--- config.mk ---
export PLATFORM = sky130hd
export DESIGN_NAME = mb_mailbox
export DESIGN_NICKNAME = d
export VERILOG_FILES = /design/src/rtl/mb_pkg.sv /design/src/rtl/mb_fifo.sv /design/src/rtl/mb_doorbell.sv /design/src/rtl/mb_mailbox.sv
export SDC_FILE = /design/constraint.sdc
export NUM_CORES = 2
export LEC_CHECK = 0
export CORE_MARGIN = 4
export CORE_UTILIZATION = 40
export DETAILED_ROUTE_END_ITERATION = 8
export GPL_ROUTABILITY_DRIVEN = 0
export GPL_TIMING_DRIVEN = 0
export PLACE_DENSITY = 0.59
export SYNTH_ARGS = -nofsm -noshare
export SYNTH_HDL_FRONTEND = slang
export SYNTH_SLANG_ARGS = --single-unit
--- constraint.sdc ---
create_clock -name clk -period 3.9 [get_ports clk]
set_input_delay 0.975 -clock clk [delete_from_list [all_inputs] [get_ports clk]]
set_output_delay 0.975 -clock clk [all_outputs]
set_load 0.05 [all_outputs]
--- src/rtl/mb_pkg.sv ---
package mb_pkg;

  localparam int unsigned WORD_W  = 32;
  localparam int unsigned FIELD_W = 8;

  typedef enum logic [1:0] {
    A_HCSR  = 2'd0,
    A_CVIEW = 2'd1,
    A_TXWIN = 2'd2,
    A_RXWIN = 2'd3
  } mb_addr_e;

  localparam int unsigned B_IE  = 0;
  localparam int unsigned B_IS  = 1;
  localparam int unsigned B_IG  = 2;
  localparam int unsigned B_RDY = 3;
  localparam int unsigned B_RST = 4;

  typedef struct packed {
    logic [FIELD_W-1:0] depth;
    logic [FIELD_W-1:0] wptr;
    logic [FIELD_W-1:0] rptr;
    logic [1:0]         rsvd;
    logic               ovf;
    logic               rst;
    logic               rdy;
    logic               ig;
    logic               is;
    logic               ie;
  } mb_csr_t;

endpackage

--- src/rtl/mb_fifo.sv ---
module mb_fifo #(
  parameter int unsigned DEPTH = 32,
  parameter int unsigned DW    = 32
) (
  input  logic                         clk,
  input  logic                         rst_n,
  input  logic                         clr_i,
  input  logic                         push_i,
  input  logic [DW-1:0]                push_data_i,
  input  logic                         pop_i,
  output logic [DW-1:0]                pop_data_o,
  output logic [$clog2(DEPTH+1)-1:0]   wptr_o,
  output logic [$clog2(DEPTH+1)-1:0]   rptr_o,
  output logic [$clog2(DEPTH+1)-1:0]   count_o,
  output logic                         ovf_o
);

  localparam int unsigned PW = $clog2(DEPTH + 1);
  localparam int unsigned AW = (DEPTH > 1) ? $clog2(DEPTH) : 1;

  logic [DW-1:0] mem [DEPTH];
  logic [PW-1:0] wptr_q, wptr_d, rptr_q, rptr_d;
  logic          ovf_q, ovf_d;
  logic          we;
  logic          full, empty;

  assign full  = (wptr_q == PW'(DEPTH));
  assign empty = (rptr_q == wptr_q);

  always_comb begin
    wptr_d = wptr_q;
    rptr_d = rptr_q;
    ovf_d  = ovf_q;
    we     = 1'b0;
    if (clr_i) begin
      wptr_d = '0;
      rptr_d = '0;
      ovf_d  = 1'b0;
    end else begin
      if (push_i) begin
        if (full) begin
          ovf_d = 1'b1;
        end else begin
          wptr_d = wptr_q + 1'b1;
          we     = 1'b1;
        end
      end
      if (pop_i && !empty) begin
        rptr_d = rptr_q + 1'b1;
      end
    end
  end

  always_ff @(posedge clk or negedge rst_n) begin
    if (!rst_n) begin
      wptr_q <= '0;
      rptr_q <= '0;
      ovf_q  <= 1'b0;
    end else begin
      wptr_q <= wptr_d;
      rptr_q <= rptr_d;
      ovf_q  <= ovf_d;
    end
  end

  always_ff @(posedge clk) begin
    if (we) begin
      mem[wptr_q[AW-1:0]] <= push_data_i;
    end
  end

  assign pop_data_o = empty ? '0 : mem[rptr_q[AW-1:0]];
  assign wptr_o     = wptr_q;
  assign rptr_o     = rptr_q;
  assign count_o    = wptr_q - rptr_q;
  assign ovf_o      = ovf_q;

endmodule

--- src/rtl/mb_doorbell.sv ---
module mb_doorbell (
  input  logic clk,
  input  logic rst_n,
  input  logic csr_wr_i,
  input  logic wd_ie_i,
  input  logic wd_is_i,
  input  logic wd_ig_i,
  input  logic peer_ring_i,
  input  logic peer_ack_i,
  output logic ie_o,
  output logic is_o,
  output logic ig_o,
  output logic pend_o,
  output logic host_irq_o
);

  logic ie_q, ie_d;
  logic is_q, is_d;
  logic ig_q, ig_d;
  logic pend_q, pend_d;

  always_comb begin
    ie_d   = csr_wr_i ? wd_ie_i : ie_q;
    is_d   = is_q;
    if (csr_wr_i && wd_is_i) is_d = 1'b0;
    if (peer_ring_i)         is_d = 1'b1;
    ig_d   = csr_wr_i && wd_ig_i;
    pend_d = pend_q;
    if (peer_ack_i)          pend_d = 1'b0;
    if (csr_wr_i && wd_ig_i) pend_d = 1'b1;
  end

  always_ff @(posedge clk or negedge rst_n) begin
    if (!rst_n) begin
      ie_q   <= 1'b0;
      is_q   <= 1'b0;
      ig_q   <= 1'b0;
      pend_q <= 1'b0;
    end else begin
      ie_q   <= ie_d;
      is_q   <= is_d;
      ig_q   <= ig_d;
      pend_q <= pend_d;
    end
  end

  assign ie_o       = ie_q;
  assign is_o       = is_q;
  assign ig_o       = ig_q;
  assign pend_o     = pend_q;
  assign host_irq_o = is_q && ie_q;

endmodule

--- src/rtl/mb_mailbox.sv ---
module mb_mailbox
  import mb_pkg::*;
#(
  parameter int unsigned DEPTH = 32
) (
  input  logic                       clk,
  input  logic                       rst_n,
  input  logic [1:0]                 hb_addr,
  input  logic                       hb_wr,
  input  logic                       hb_rd,
  input  logic [31:0]                hb_wdata,
  output logic [31:0]                hb_rdata,
  output logic                       host_irq_o,
  output logic                       ctl_irq_o,
  input  logic                       ctl_ready_i,
  input  logic                       ctl_ring_i,
  input  logic                       ctl_ack_i,
  input  logic                       ctl_pop_i,
  output logic [31:0]                ctl_pop_data_o,
  output logic [$clog2(DEPTH+1)-1:0] ctl_avail_o,
  input  logic                       ctl_push_i,
  input  logic [31:0]                ctl_push_data_i
);

  localparam int unsigned PW = $clog2(DEPTH + 1);

  logic          hcsr_wr, tx_push, rx_pop;
  logic          fifo_clr;
  logic          rdy_q, rdy_d, rst_q, rst_d;
  logic [31:0]   rdata_q, rdata_d;
  logic [PW-1:0] h2c_wptr, h2c_rptr, h2c_cnt;
  logic [PW-1:0] c2h_wptr, c2h_rptr, c2h_cnt;
  logic          h2c_ovf, c2h_ovf;
  logic [31:0]   c2h_head;
  logic          ie_q, is_q, ig_q, pend_q;
  mb_csr_t       hcsr, cview;

  assign hcsr_wr  = hb_wr && (hb_addr == A_HCSR);
  assign tx_push  = hb_wr && (hb_addr == A_TXWIN);
  assign rx_pop   = hb_rd && (hb_addr == A_RXWIN);
  assign fifo_clr = rst_q || (hcsr_wr && hb_wdata[B_RST]);

  mb_fifo #(.DEPTH(DEPTH), .DW(WORD_W)) u_h2c (
    .clk(clk), .rst_n(rst_n), .clr_i(fifo_clr),
    .push_i(tx_push), .push_data_i(hb_wdata),
    .pop_i(ctl_pop_i), .pop_data_o(ctl_pop_data_o),
    .wptr_o(h2c_wptr), .rptr_o(h2c_rptr), .count_o(h2c_cnt), .ovf_o(h2c_ovf)
  );

  mb_fifo #(.DEPTH(DEPTH), .DW(WORD_W)) u_c2h (
    .clk(clk), .rst_n(rst_n), .clr_i(fifo_clr),
    .push_i(ctl_push_i), .push_data_i(ctl_push_data_i),
    .pop_i(rx_pop), .pop_data_o(c2h_head),
    .wptr_o(c2h_wptr), .rptr_o(c2h_rptr), .count_o(c2h_cnt), .ovf_o(c2h_ovf)
  );

  mb_doorbell u_bell (
    .clk(clk), .rst_n(rst_n), .csr_wr_i(hcsr_wr),
    .wd_ie_i(hb_wdata[B_IE]), .wd_is_i(hb_wdata[B_IS]), .wd_ig_i(hb_wdata[B_IG]),
    .peer_ring_i(ctl_ring_i), .peer_ack_i(ctl_ack_i),
    .ie_o(ie_q), .is_o(is_q), .ig_o(ig_q), .pend_o(pend_q),
    .host_irq_o(host_irq_o)
  );

  always_comb begin
    hcsr       = '0;
    hcsr.depth = FIELD_W'(DEPTH);
    hcsr.wptr  = FIELD_W'(h2c_wptr);
    hcsr.rptr  = FIELD_W'(h2c_rptr);
    hcsr.ovf   = h2c_ovf;
    hcsr.rst   = rst_q;
    hcsr.rdy   = rdy_q;
    hcsr.ig    = ig_q;
    hcsr.is    = is_q;
    hcsr.ie    = ie_q;

    cview       = '0;
    cview.depth = FIELD_W'(DEPTH);
    cview.wptr  = FIELD_W'(c2h_wptr);
    cview.rptr  = FIELD_W'(c2h_rptr);
    cview.ovf   = c2h_ovf;
    cview.rst   = rst_q;
    cview.rdy   = ctl_ready_i;
    cview.is    = pend_q;
    cview.ie    = 1'b1;
  end

  always_comb begin
    rdy_d   = rdy_q;
    rst_d   = rst_q;
    rdata_d = rdata_q;
    if (hcsr_wr) begin
      rst_d = hb_wdata[B_RST];
      rdy_d = hb_wdata[B_RDY] && !hb_wdata[B_RST];
    end
    if (hb_rd) begin
      unique case (mb_addr_e'(hb_addr))
        A_HCSR:  rdata_d = hcsr;
        A_CVIEW: rdata_d = cview;
        A_RXWIN: rdata_d = c2h_head;
        default: rdata_d = '0;
      endcase
    end
  end

  always_ff @(posedge clk or negedge rst_n) begin
    if (!rst_n) begin
      rdy_q   <= 1'b0;
      rst_q   <= 1'b0;
      rdata_q <= '0;
    end else begin
      rdy_q   <= rdy_d;
      rst_q   <= rst_d;
      rdata_q <= rdata_d;
    end
  end

  assign hb_rdata    = rdata_q;
  assign ctl_irq_o   = pend_q;
  assign ctl_avail_o = h2c_cnt;

endmodule

Word-level counts from Yosys, hierarchy flattened --
Memories as Yosys holds them, arrays and structs flattened. Index checks and enable logic that the tools add are counted.
Storage, ports and cells: flip-flop bits (word level) 64, bits in writable memories 2048, input bits 75, output and inout bits 72, memories kept 2
Memories:
- u_c2h.mem | words 32, bits a word 32, rd ports 1, clocked after memory_dff 0, wr ports 1, line mb_fifo.sv:21 | logic [DW-1:0] mem [DEPTH];
- u_h2c.mem | words 32, bits a word 32, rd ports 1, clocked after memory_dff 0, wr ports 1, line mb_fifo.sv:21
Operators by class: add/sub/neg operators 5, equality and inequality tests 9, muxes and demuxes 33, reductions and logical operators 27
Operator list (number):
- $pmux 32 s3 | 1
- $mux 32 | 2
- $mux 6 | 10
- $add 6x1->6 const B | 4
- $mux 1 | 20
- $reduce_bool 2->1 | 8
- $eq 6x6->1 | 2
- $eq 6x6->1 const B | 2
- $logic_and 1x1->1 | 10
- $reduce_and 2->1 | 4
- $sub 6x6->6 | 1
- $eq 2x2->1 const B | 2
- $ne 2x2->1 const B | 2
- $logic_not 1->1 | 3
- $eq 2x1->1 const B | 1
- $logic_not 2->1 | 1
- $logic_or 1x1->1 | 1

Logic depth before layout (Yosys ltp) --
depth in word-level cells 7, depth in mapped cells 11

Hierarchy --
A second synthesis with hierarchy kept.
Unflattened totals: cells, all modules 4209, area, all modules 82291.4 µm²
Modules (own cells, without submodules):
- mb_fifo at u_h2c | times used 1, cells each 2093, area an instance 40578.9 µm², seq. area each 31074.8 µm²
- mb_fifo at u_c2h | times used 1, cells each 1961, area an instance 39927.0 µm², seq. area each 31074.8 µm²
- mb_mailbox | times used 1, cells each 144, area an instance 1632.8 µm², seq. area each 850.8 µm²
- mb_doorbell | times used 1, cells each 11, area an instance 152.6 µm², seq. area each 100.1 µm²

Worst setup path after synthesis --
Ideal clock, no wire load.
kind input-to-reg, from input port hb_addr[1], to memory u_h2c.mem[28][0], enable pin, library setup time 421 ps, arrival time 3231 ps, setup slack 248 ps, stages on the path 7, path buffers 1, cells stage by stage nor2_1 -> nand2_1 -> o21ai_0 -> clkbuf_1 -> nor2_1 -> nand2_1 -> nor2_1
Between the ends: word-level cells in the longest chain between the ends 7, elaborated cells on any way between the ends 10
RTL lines:
- from (decl) | line mb_mailbox.sv:8 | input logic [1:0] hb_addr,
- $logic_not 2->1 | line mb_mailbox.sv:38 | assign hcsr_wr = hb_wr && (hb_addr == A_HCSR);
- $logic_and 1x1->1 | line mb_mailbox.sv:38
- $logic_and 1x1->1 | line mb_mailbox.sv:41 | assign fifo_clr = rst_q || (hcsr_wr && hb_wdata[B_RST]);
- $logic_or 1x1->1 | line mb_mailbox.sv:41
- $mux 1 (*) | line mb_fifo.sv:35 | if (clr_i) begin
- $mux 1 (*) | line mb_fifo.sv:67 | if (we) begin
- $mux 1 (implied by the code) (*) | line mb_fifo.sv:68 | mem[wptr_q[AW-1:0]] <= push_data_i;
- to (decl) | line mb_fifo.sv:21
Mark *: on every way between the ends. The rest lies on a longest branch, timed or not.

Worst setup path after layout --
from register u_h2c.rptr_q[4] (netlist: u_h2c.rptr_o[4]), to output port ctl_pop_data_o[23]
Between the ends: word-level cells in the longest chain between the ends 2, elaborated cells on any way between the ends 3
RTL lines:
- from (decl) | line mb_fifo.sv:22 | logic [PW-1:0] wptr_q, wptr_d, rptr_q, rptr_d;
- from (signal assigned) | line mb_fifo.sv:61 | rptr_q <= rptr_d;
- $mem_v2 32x32 or $eq 6x6->1 (tied branches)
- $mux 32 (*) | line mb_fifo.sv:72 | assign pop_data_o = empty ? '0 : mem[rptr_q[AW-1:0]];
- to (decl) | line mb_mailbox.sv:19 | output logic [31:0] ctl_pop_data_o,
Marked as above.

==> metrics <==
status=finished with violations; failing checks=negative setup slack; Period minus WS final=~4.4 ns; vias in the first global route=40254; worst setup path startpoint=u_h2c.rptr_o[4]; top cells by count, synth=edfxtp_1, mux4_2, nand3_1; post-synth net total=3652; Place WS=-3.23 ns; WL met1=between 80 and 90 mm; Crit. End Element=output pin; RSZ-0062 raised after global routing=yes; sequential area share after synthesis=between 70 and 80%; Yosys warnings=0; Die Height=between 400 and 500 um; min setup slack post-route=-0.456 ns; post-synthesis register bit count=between 2000 and 2500; drt initial violations=~4700; Avg Cell Area, Syn=about 23 sq um; CTS max path bufs=3; total wire length=approximately 220 mm; Final period util=112%; most common cell in the synthesized netlist=edfxtp_1; Max Freq=roughly 230 MHz; crit path launch type=flop; Setup Crit Path Kind=reg2out; VDD IR max=about 440 uV; Area Growth Syn to Fin=19.9%; Mapped Area=between 80000 and 90000 sq um; max layer used=met5; worst-skew pair later-pin latency=roughly 0.83 ns; wire per inst=around 31 um; Initial Util=roughly 40%; LEAKAGE=about 30 nW; Vias/cell=5.70; HP Class=in2async; cell taking the most area after synthesis=edfxtp_1; Crit path required time=between 2 and 3 ns; Hold Violations, Final=0; met2 wire length=~110 mm; final slew viol count=0; DR pass1 iterations=5; Nets=4180; slew at the pin closest to its max-slew limit=1.36 ns; Arr. time, crit path=3.38 ns; die area=about 210000 sq um; Ports=around 150; Clock Sinks=roughly 2100; Clk pin slew, worst setup/hold paths=approximately 0.080 ns; first-pass GRT wire length=between 300 and 400 mm; layout cells sized above 1=between 30% and 40%; TritonCTS clock tree=done; initial antenna violation count=7; Met3 Wirelength=roughly 14 mm; # DRC=0; number of flops mapped to enable cells by yosys=about 2000; port bufs=146; Root Driver=clkbuf_16; gr usage total=20.4%; htree depth=4; async set or reset register ratio after synthesis=approximately 3.0%; final clock skew=~0.039 ns; post-synthesis cell count=about 3600; number of core rows=roughly 170; Synth cell types=46; post-DP HPWL=approximately 140 mm; Final Util=roughly half; Max-Cap Viols=0; vias=39584; TritonCTS Buffers=210; worst-path maximum fanout=10; Die Width=458 um; largest net degree at the start of global routing=64; PwrDens=~500 nW/um^2; r2r startpoint=u_c2h.wptr_o[2]; Synth top area share=about three quarters; Rel. slew slack=9.09%; number of setup violations in the final report=33; main area contributors after synthesis=edfxtp_1, mux4_2, dfrtp_1, mux2i_1, nand3_1; post-route ant nets=0; dominant synthesized flop cell=edfxtp_1; Remaining Overflow, GRT=0; core area=a little over 200000 sq um
state kept, by name (all words and copies together) (netlist names), 6 cells and up:
register      cells
u_h2c.wptr_o      6
u_c2h.rptr_o      6
u_c2h.mem      1024
u_c2h.wptr_o      6
u_h2c.mem      1024
hb_rdata         32
u_h2c.rptr_o      6
layout make-up:
type,count,area [sq um]
antenna,1,2.50
timing repair buffer,319,4670
clock inverter,131,1120
tap,2672,3340
inverter,43,179
clock buffer,258,5460
buffer,194,1620
sequential,2112,63100
multi-input combinational,1209,17800
fill,16235,105000
layer usage:
metal	GRT usage [%]	up-vias
li1	-	16153
met1	27.4	21490
met2	34.0	1567
met3	3.28	370
met4	7.26	4
met5	0	-
path summary, 6_finish.rpt:
| path | to | slack, ns | depth (start not counted) |
|---|---|---|---|
| setup / recovery | ctl_pop_data_o[23] | -0.46 | 11 |
| hold / removal | u_bell.is_o | 0.49 | 2 |
| setup reg to reg | u_c2h.mem[22][5] | 0.37 | 7 |
| hold reg to reg | rdy_q | 0.51 | 2 |
| max in group asynchronous | u_h2c.wptr_o[0] | 2.82 | 3 |
| min in group clk | rdy_q | 0.51 | 2 |
worst max-delay path: stages, from the launching register on:
cell and delay (ns):
dfrtp_4 0.51, clkinv_8 0.14, clkbuf_16 0.19, ha_4 0.32
and3_1 0.17, nand4_1 0.13, buf_6 0.20, clkbuf_16 0.18
clkbuf_16 0.20, nand3_1 0.16, nand2_2 0.13, buf_6 0.18
kinds of logic after synthesis:
logic type      Yosys count  share of synthesized area (%)
compound gates          147                           1.20
simple gates            350                           1.96
xor+xnor                 30                          0.324
flops                  2112                           77.8
fa+ha+maj                16                          0.256
buf+inv                 240                           1.46
mux                     666                           17.0
report_power, final:
group | leakage (nW) | internal, W | total, W | switching, W
logic | 7.44 | 0.00158 | 0.00364 | 0.00206
registers | 19.3 | 0.0250 | 0.0251 | 0.0000711
clock network | 3.21 | 0.0109 | 0.0194 | 0.00855
total | 29.9 | 0.0375 | 0.0482 | 0.0107
layout by cell type, fill, tap and decap left out, drive strengths merged, types with 51 or more instances in the layout:
cell           count
nand3            105
o22ai             58
edfxtp          2048
mux2i             93
nor2             104
buf              313
clkinv           104
clkbuf           348
mux4             572
nand2             95
clkdlybuf4s50    106
inv               51
dfrtp             64
through the flow:
| stage | cells | TNS [ns] | hold WS [ns] | area (sq um) | total power [W] |
|---|---|---|---|---|---|
| after global placement | 6379 | -7034.19 | 0.489 | 85900 | 0.0287 |
| after floorplan | 3561 | 0 | 0.449 | 81100 | 0.0274 |
| final | 6939 | -11.46 | 0.490 | 97300 | 0.0482 |
| after detailed placement | 6458 | -2955.59 | 0.495 | 88300 | 0.0288 |
| after CTS | 6914 | -13.25 | 0.429 | 96800 | 0.0485 |
| after global routing | 6938 | -14.19 | 0.450 | 97300 | 0.0497 |
what timing repair did:
| action | in CTS | in global routing |
|---|---|---|
| pin swaps | 57 | 30 |
| gates cloned | 6 | 0 |
| setup buffers | 61 | 27 |
| hold endpoints to repair | 1 | 0 |
| endpoints found under the setup margin | 2064 | 423 |
| resized for setup | 508 | 43 |
| hold buffers | 1 | 0 |
No activity file was read; power rests on OpenSTA's default activity.
